--- src/rtl/brc_pkg.sv ---
package brc_pkg;
    typedef enum logic [1:0] {
        ST_IDLE = 2'd0,
        ST_MEM  = 2'd1,
        ST_DEV  = 2'd2,
        ST_DONE = 2'd3
    } brc_state_e;
endpackage

--- src/rtl/brc_decode.sv ---
module brc_decode #(
    parameter int ADDR_W = 32,
    parameter int IO_AW = 16,
    parameter int N_PORTS = 4,
    parameter logic [ADDR_W-1:0] WIN_BASE = 32'hB000_0000,
    parameter logic [N_PORTS*IO_AW-1:0] PORT_NUMS = {16'h01F0, 16'h03F8, 16'h0064, 16'h0060}
) (
    input  logic              mode_mmio,
    input  logic              io_m,
    input  logic [ADDR_W-1:0] addr,
    output logic              is_io,
    output logic [N_PORTS-1:0] hit
);
    logic in_window;
    logic [IO_AW-1:0] port_num;

    assign in_window = (addr[ADDR_W-1:IO_AW] == WIN_BASE[ADDR_W-1:IO_AW]);
    assign is_io     = mode_mmio ? in_window : io_m;
    assign port_num  = addr[IO_AW-1:0];

    for (genvar i = 0; i < N_PORTS; i++) begin : g_cmp
        assign hit[i] = is_io && (port_num == PORT_NUMS[i*IO_AW +: IO_AW]);
    end
endmodule

--- src/rtl/brc_port_mux.sv ---
module brc_port_mux #(
    parameter int N_PORTS = 4,
    parameter int DATA_W = 32
) (
    input  logic [N_PORTS-1:0]        sel,
    input  logic [N_PORTS-1:0]        port_ready,
    input  logic [N_PORTS*DATA_W-1:0] port_rdata,
    output logic                      any_ready,
    output logic [DATA_W-1:0]         rdata
);
    logic [DATA_W-1:0] masked [N_PORTS];

    for (genvar i = 0; i < N_PORTS; i++) begin : g_mask
        assign masked[i] = sel[i] ? port_rdata[i*DATA_W +: DATA_W] : '0;
    end

    assign any_ready = |(sel & port_ready);

    always_comb begin
        rdata = '0;
        for (int i = 0; i < N_PORTS; i++) begin
            rdata = rdata | masked[i];
        end
    end
endmodule

--- src/rtl/bus_cycle_router.sv ---
module bus_cycle_router
    import brc_pkg::*;
#(
    parameter int ADDR_W = 32,
    parameter int DATA_W = 32,
    parameter int IO_AW = 16,
    parameter int N_PORTS = 4,
    parameter int TIMEOUT = 16,
    parameter logic [ADDR_W-1:0] WIN_BASE = 32'hB000_0000,
    parameter logic [N_PORTS*IO_AW-1:0] PORT_NUMS = {16'h01F0, 16'h03F8, 16'h0064, 16'h0060}
) (
    input  logic                      clk,
    input  logic                      rst_n,
    input  logic                      mode_mmio,
    input  logic                      cyc_valid,
    input  logic                      io_m,
    input  logic                      rd_wr,
    input  logic [ADDR_W-1:0]         addr,
    input  logic [DATA_W-1:0]         wdata,
    input  logic [DATA_W-1:0]         mem_rdata,
    input  logic [N_PORTS-1:0]        port_ready,
    input  logic [N_PORTS*DATA_W-1:0] port_rdata,
    output logic                      mem_sel,
    output logic                      mem_we,
    output logic [N_PORTS-1:0]        port_sel,
    output logic                      dev_rd,
    output logic                      dev_wr,
    output logic [DATA_W-1:0]         wr_data,
    output logic                      cpu_ready,
    output logic [DATA_W-1:0]         cpu_rdata,
    output logic                      cpu_err
);
    localparam int CNT_W = (TIMEOUT > 1) ? $clog2(TIMEOUT) : 1;
    localparam logic [CNT_W-1:0] CNT_LAST = CNT_W'(TIMEOUT - 1);

    typedef struct packed {
        brc_state_e         state;
        logic               rd;
        logic               mem_sel;
        logic               mem_we;
        logic [N_PORTS-1:0] port_sel;
        logic               dev_rd;
        logic               dev_wr;
        logic [DATA_W-1:0]  wdata;
        logic               ready;
        logic [DATA_W-1:0]  rdata;
        logic               err;
        logic [CNT_W-1:0]   cnt;
    } brc_regs_t;

    brc_regs_t r_d, r_q;

    logic               is_io;
    logic [N_PORTS-1:0] hit;
    logic               sel_ready;
    logic [DATA_W-1:0]  sel_rdata;

    brc_decode #(
        .ADDR_W(ADDR_W), .IO_AW(IO_AW), .N_PORTS(N_PORTS),
        .WIN_BASE(WIN_BASE), .PORT_NUMS(PORT_NUMS)
    ) u_decode (
        .mode_mmio(mode_mmio), .io_m(io_m), .addr(addr),
        .is_io(is_io), .hit(hit)
    );

    brc_port_mux #(.N_PORTS(N_PORTS), .DATA_W(DATA_W)) u_mux (
        .sel(r_q.port_sel), .port_ready(port_ready), .port_rdata(port_rdata),
        .any_ready(sel_ready), .rdata(sel_rdata)
    );

    always_comb begin
        r_d       = r_q;
        r_d.ready = 1'b0;
        r_d.err   = 1'b0;
        unique case (r_q.state)
            ST_IDLE: begin
                r_d.rdata = '0;
                if (cyc_valid) begin
                    r_d.rd    = rd_wr;
                    r_d.wdata = wdata;
                    r_d.cnt   = '0;
                    if (is_io) begin
                        r_d.state    = ST_DEV;
                        r_d.port_sel = hit;
                        r_d.dev_rd   = rd_wr;
                        r_d.dev_wr   = !rd_wr;
                    end else begin
                        r_d.state   = ST_MEM;
                        r_d.mem_sel = 1'b1;
                        r_d.mem_we  = !rd_wr;
                    end
                end
            end
            ST_MEM: begin
                r_d.mem_sel = 1'b0;
                r_d.mem_we  = 1'b0;
                r_d.ready   = 1'b1;
                r_d.rdata   = r_q.rd ? mem_rdata : '0;
                r_d.state   = ST_DONE;
            end
            ST_DEV: begin
                if (|r_q.port_sel) begin
                    if (sel_ready) begin
                        r_d.ready    = 1'b1;
                        r_d.rdata    = r_q.rd ? sel_rdata : '0;
                        r_d.port_sel = '0;
                        r_d.dev_rd   = 1'b0;
                        r_d.dev_wr   = 1'b0;
                        r_d.state    = ST_DONE;
                    end
                end else if (r_q.cnt == CNT_LAST) begin
                    r_d.ready  = 1'b1;
                    r_d.err    = 1'b1;
                    r_d.rdata  = '1;
                    r_d.dev_rd = 1'b0;
                    r_d.dev_wr = 1'b0;
                    r_d.state  = ST_DONE;
                end else begin
                    r_d.cnt = r_q.cnt + 1'b1;
                end
            end
            ST_DONE: begin
                r_d.state = ST_IDLE;
                r_d.rdata = '0;
            end
            default: r_d.state = ST_IDLE;
        endcase
    end

    always_ff @(posedge clk) begin
        if (!rst_n) begin
            r_q <= '{state: ST_IDLE, default: '0};
        end else begin
            r_q <= r_d;
        end
    end

    assign mem_sel   = r_q.mem_sel;
    assign mem_we    = r_q.mem_we;
    assign port_sel  = r_q.port_sel;
    assign dev_rd    = r_q.dev_rd;
    assign dev_wr    = r_q.dev_wr;
    assign wr_data   = r_q.wdata;
    assign cpu_ready = r_q.ready;
    assign cpu_rdata = r_q.rdata;
    assign cpu_err   = r_q.err;
endmodule

--- config.mk ---
export PLATFORM = sky130hd
export DESIGN_NAME = bus_cycle_router
export DESIGN_NICKNAME = d
export VERILOG_FILES = /design/src/rtl/brc_pkg.sv /design/src/rtl/brc_decode.sv /design/src/rtl/brc_port_mux.sv /design/src/rtl/bus_cycle_router.sv
export SDC_FILE = /design/constraint.sdc
export NUM_CORES = 1
export LEC_CHECK = 0
export ABC_AREA = 1
export BUFFER_PORTS_ARGS = -buffer_cell sky130_fd_sc_hd__buf_4
export CORE_AREA = 2 2 119 121
export CTS_CLUSTER_SIZE = 8
export DETAILED_ROUTE_END_ITERATION = 6
export DIE_AREA = 0 0 121 123
export GPL_TIMING_DRIVEN = 0
export PLACE_DENSITY = 0.79
export SLEW_MARGIN = 25
export SYNTH_ARGS = -nofsm -noshare
export SYNTH_HDL_FRONTEND = slang
export SYNTH_HIERARCHICAL = 1
export SYNTH_SLANG_ARGS = --single-unit
export TNS_END_PERCENT = 10
--- constraint.sdc ---
create_clock -name clk -period 2.3 [get_ports clk]
set_input_delay 0.46 -clock clk [delete_from_list [all_inputs] [get_ports clk]]
set_output_delay 0.46 -clock clk [all_outputs]
set_load 0.02 [all_outputs]
=== Yosys cells after proc, flatten, opt, wreduce, memory -nomap -nowiden ===
Cells that the tools add are included.

* Reduce and logical (&&, ||, !) cells: 19
* Add/subtract/negate cells: 1
* Bitwise logic cells: 6
* Equal/unequal tests: 18
* Mux-type cells: 30

{| class="wikitable"
|+ Operator list
! operator !! number
|-
| two-way mux 32 bit || 6
|-
| OR 32 bit || 3
|-
| case mux 32 bit (3 select lines) || 1
|-
| two-way mux 33 bit || 2
|-
| two-way mux 43 bit || 1
|-
| two-way mux 34 bit || 1
|-
| equality test 16 x 7 -> 1 bit (second input constant) || 2
|-
| equality test 16 x 10 -> 1 bit (second input constant) || 1
|-
| equality test 16 bit (second input constant) || 1
|-
| equality test 16 x 9 -> 1 bit (second input constant) || 1
|-
| two-way mux 4 bit || 4
|-
| two-way mux 2 bit || 7
|-
| two-way mux 6 bit || 2
|-
| != test 2 bit (second input constant) || 6
|-
| case mux 6 bit (2 select lines) || 1
|-
| AND reduction 5 bit || 2
|-
| case mux 2 bit (4 select lines) || 1
|-
| case mux 4 bit (2 select lines) || 1
|-
| OR reduction 4 bit || 2
|-
| != test 3 bit (second input constant) || 2
|-
| AND reduction 3 bit || 2
|-
| OR reduction 6 bit || 1
|-
| adder 4 x 1 -> 4 bit (second input constant) || 1
|-
| AND 4 bit || 1
|-
| 15 further kinds || 22
|}

* Bits of input ports: 234
* Output and inout port bits: 74
* Flip-flop bits (word level): 81
* Logic and storage cells: 86

=== Logic depth before layout (Yosys ltp) ===
* Word-level depth: 8
* Gate-level depth with buffers: 16
* Gate-level depth less buffers: 12

=== Modules after synthesis ===
Netlist, hierarchy kept.

{| class="wikitable"
|+ Modules (own cells, without submodules)
! module !! times used !! cells an instance !! area an instance (um^2) !! sequential area each (um^2)
|-
| bus_cycle_router || 1 || 705 || 4521.8 || 1621.6
|-
| brc_port_mux || 1 || 313 || 1290.0 || 0.0
|-
| brc_decode || 1 || 51 || 227.7 || 0.0
|}

=== Least setup slack after synthesis ===
No wires, ideal clock.

* Path kind: register -> register
* From: reg r_q (netlist bit port_sel[2])
* To: reg r_q (netlist bit cpu_rdata[26])
* Arrival: 1.652 ns
* Buffers on the path: 5
* Slack: 0.531 ns
* Setup time: 0.117 ns
* Data required time: 2.183 ns
* Stages on the path, launching flop included: 17
* Period minus slack after synthesis: 1.769 ns
* Cells stage by stage: dfxtp_1 -> buf_6 -> clkbuf_8 -> nand2_1 -> nand2_1 -> inv_1 -> nand2_1 -> buf_2 -> inv_1 -> nand2_2 -> nand2_1 -> nand2_2 -> buf_6 -> buf_6 -> nand2_1 -> nor2_1 -> nor2_1

* Elaborated cells on any way between the ends: 13
* Those cells by class: 2 x eq/ne; 5 x mux; 3 x bitwise; 3 x reduce/logical

{| class="wikitable"
|+ RTL lines
! element !! RTL line !! text
|-
| start: declaration || bus_cycle_router.sv:51 || <nowiki>brc_regs_t r_d, r_q;</nowiki>
|-
| start signal: assignment || bus_cycle_router.sv:134 || <nowiki>r_q <= r_d;</nowiki>
|-
| AND 4 bit || brc_port_mux.sv:17 || <nowiki>assign any_ready = |(sel & port_ready);</nowiki>
|-
| OR reduction 4 bit || brc_port_mux.sv:17 ||
|-
| named net sel_ready || bus_cycle_router.sv:55 || <nowiki>logic sel_ready;</nowiki>
|-
| != test 3 bit (no line) || -- ||
|-
| AND reduction 2 bit (no line) || -- ||
|}

The timed path passes the listed nets, and every way through them passes these cells. The select of a mux whose other input is x is not followed.
A chain may end at the register's enable or synchronous reset.

=== Final worst setup path ===
* From: reg r_q (netlist bit port_sel[3])
* To: reg r_q (netlist bit cpu_rdata[31])

Same word-level chain as after synthesis.

==> results_dict.tcl <==
set metrics [dict create \
    holdPathStages 3 \
    via_count 7002 \
    multi_input_area_um2 3049 \
    vias_per_cell 4.460 \
    peakVddDrop_mv 0.4762 \
    power_density_nw_per_um2 1058 \
    n_fill_cell 1340 \
    tightest_slew_ns 0.5416 \
    synth_top_cell_by_area "dfxtp_1" \
    clk_pin_slew_ns 0.06 \
    portBuffers 305 \
    die_area_um2 14880 \
    critPathBufInv 7 \
    worstPathArrival_ns 2.28 \
    synth_area_leaders "dfxtp_1, nand2_1, nor2_1" \
    hold_start "wdata[14]" \
    clk_latency_ns 0.33 \
    final-hold-violation-count 0 \
    async_reset_ff_frac 0 \
    seqCellArea_um2 1624 \
    synth_top_area_share 0.2685 \
    first_pass_iters 5 \
    rows 43 \
    critPathTopFamily "buffers and inverters" \
    coreArea_um2 13610 \
    area_growth_pct 46.63 \
    start_kind "flip-flop" \
    ys_seq_area_frac 0.2685 \
    final_util 0.6506 \
    critPathMostFrequentCell "nand2_1" \
    fmax_ghz 0.4860 \
    grt_pass1_wl_mm 29.94 \
    power_leakage_nw 5.076 \
    synth_nets 1308 \
    stdcell_count 1570 \
    ys_types 27 \
    die_w_um 121 \
    yosysMostFrequentCell "nand2_1" \
    dominantRegCellSynth "dfxtp_1" \
    r2r_end "cpu_rdata[31]" \
    setup_tns_ns 0 \
    dp_hpwl_mm 15.44 \
    die-height_um 123 \
    fin_ws_ns 0.2424 \
    synth_area_um2 6040 \
    hold_ws_ns 0.3717 \
    whs_endpoint "wr_data[14]" \
    worst_path_max_delay_cell "dfxtp_2" \
    report.final.slew_viol_count 0 \
    initial_core_util 0.4437 \
    m1WireLength_mm 8.065 \
    post-cts-setup-buffers 0 \
    syn_area_per_cell_um2 5.650 \
    yosysWarnings 6 \
    drt-initial-drc-count 371 \
    preCtsSetupSlack_ns 0.1050 \
    drtAntennaViolNets 0 \
    period_share 0.8946 \
    cp.required_ns 2.53 \
    reg2reg_depth 16 \
    ios 308 \
    skew_ns 0.006420 \
    drive_gt1_frac 0.3144 \
    max_stage_delay_ns 0.38 \
    rsz0062_at_grt "false" \
    diodes 0 \
    status "finished clean" \
    cp_max_fo 10 \
    synth_edf_count 0 \
    path_class "reg2reg" \
    grt_max_degree 15 \
    timing.max_cap.violations 0 \
    setup_violations 0 \
    min_path_type "in2reg" \
    ctsLongestPathBuffers 2 \
    maxSlewHeadroom 0.6389 \
    track_usage 0.2506 \
    place_congestion 0.9318 \
    nets 1624 \
    wl_mm 18.83 \
    wl_met3_mm 1.109 \
    period_minus_slack_ns 2.058 \
    gr-total-overflow 0 \
    wl_met2_mm 9.011 \
    routed.top_layer "met4" \
    reg2reg_slack_ns 0.24 \
    drt-wirelength-per-cell_um 11.99 \
    grt_pass1_vias 6700 \
    ys_seq_elements 81 \
    end_kind "flip-flop" \
    worstSetupPathDepth 16 \
    numClockSinks 81 \
    rr_startpoint "port_sel[3]" \
    cts_tree "built" \
    drc 0 \
    htreeDepth 3 \
    synth_cells 1069 \
    place_inst 1554 \
    cts_buffers 9 \
    path_cells "buf_4 > buf_6 > nand2_1 > nand2_1 > inv_1 > nand2_1 > clkbuf_4 > inv_1 > nand2_2 > nand2_1 > nand2_2 > buf_6 > buf_6 > nand2_1 > nor2_1 > nor2_1" \
    antenna_found_initial 0 \
    yosys-top-cells-count "nand2_1, nor2_1, inv_1, dfxtp_1, buf_4" \
    cts_root_buf "clkbuf_16" \
]
-- area by class of cell --
| cell class | count | share of cell area |
|---|---|---|
| Multi-Input combinational cell | 737 | 0.3443 |
| Timing Repair Buffer | 305 | 0.2585 |
| Sequential cell | 81 | 0.1834 |
| Buffer | 125 | 0.1016 |
| Inverter | 126 | 0.05340 |
| Clock buffer | 10 | 0.02585 |
| Tap cell | 180 | 0.02543 |
| Clock inverter | 6 | 0.007488 |
-- state kept, by name (all words and copies together), names as in the netlist --
name,count
mem_we,1
r_q,7
cpu_err,1
mem_sel,1
cpu_ready,1
port_sel,4
cpu_rdata,32
dev_rd,1
wr_data,32
dev_wr,1
-- tightest hold or removal path, cell delays in order --
cell     delay [ns]
buf_4          0.07
o21ai_0        0.07
nor2_1         0.07
-- kinds of logic (layout without fill, tap and decap cells) --
family / count (synthesis) / count (layout) / share of synthesized area
simple gates: 646 / 646 / 0.4222
fa+ha+maj: 5 / 5 / 0.01036
compound gates: 86 / 86 / 0.07230
flops: 81 / 81 / 0.2685
buf+inv: 251 / 572 / 0.2266
-- worst max path at each step --
stage               slack [ns]            end         from
finish                    0.24  cpu_rdata[31]  port_sel[3]
global route              0.01  cpu_rdata[20]  port_sel[3]
CTS                       0.09  cpu_rdata[31]  port_sel[3]
detailed placement        0.10  cpu_rdata[31]  port_sel[3]
global placement           0.1  cpu_rdata[31]  port_sel[3]
floorplan                 0.53  cpu_rdata[26]  port_sel[2]
-- stage by stage --
stage                     cell area [um^2]  power (mW)
after global placement                8554       7.864
after global routing                  8856       10.26
after detailed placement              8554       7.940
after CTS                             8850       9.399
after floorplan                       6040       6.148
final                                 8856       9.367
-- repair_timing --
| item | in CTS | in global routing |
|---|---|---|
| hold buffers | 0 | 0 |
| resized for setup | 0 | 5 |
| setup endpoints to repair | 0 | 26 |
-- power by group --
part           leakage, nW  internal [mW]  switching, mW
sequential           0.665           1.82          0.242
combinational         4.28           2.45           3.42
clock                0.135          0.843          0.592
-- cell usage in the layout, fill, tap and decap left out, types with 3 or more instances in the layout --
master	synthesis	final
nand2_2	4	4
nand4_1	4	4
clkbuf_2	2	3
inv_1	125	125
clkbuf_1	22	22
clkinvlp_4	0	3
o21ai_0	57	57
buf_4	72	377
nor2_1	197	197
ha_1	5	5
nand2_1	378	378
o21ai_1	13	13
nand3_1	52	52
buf_2	10	9
nor2_2	4	4
buf_6	16	16
clkbuf_16	0	9
a21oi_1	14	14
dfxtp_1	81	79
-- routing by layer --
metal / global-route usage / up-vias
met5: 0 / -
met4: 0.1054 / 0
met3: 0.04428 / 42
met2: 0.4414 / 234
met1: 0.3006 / 2968
li1: - / 3758
(Power assumes the default switching activity.)
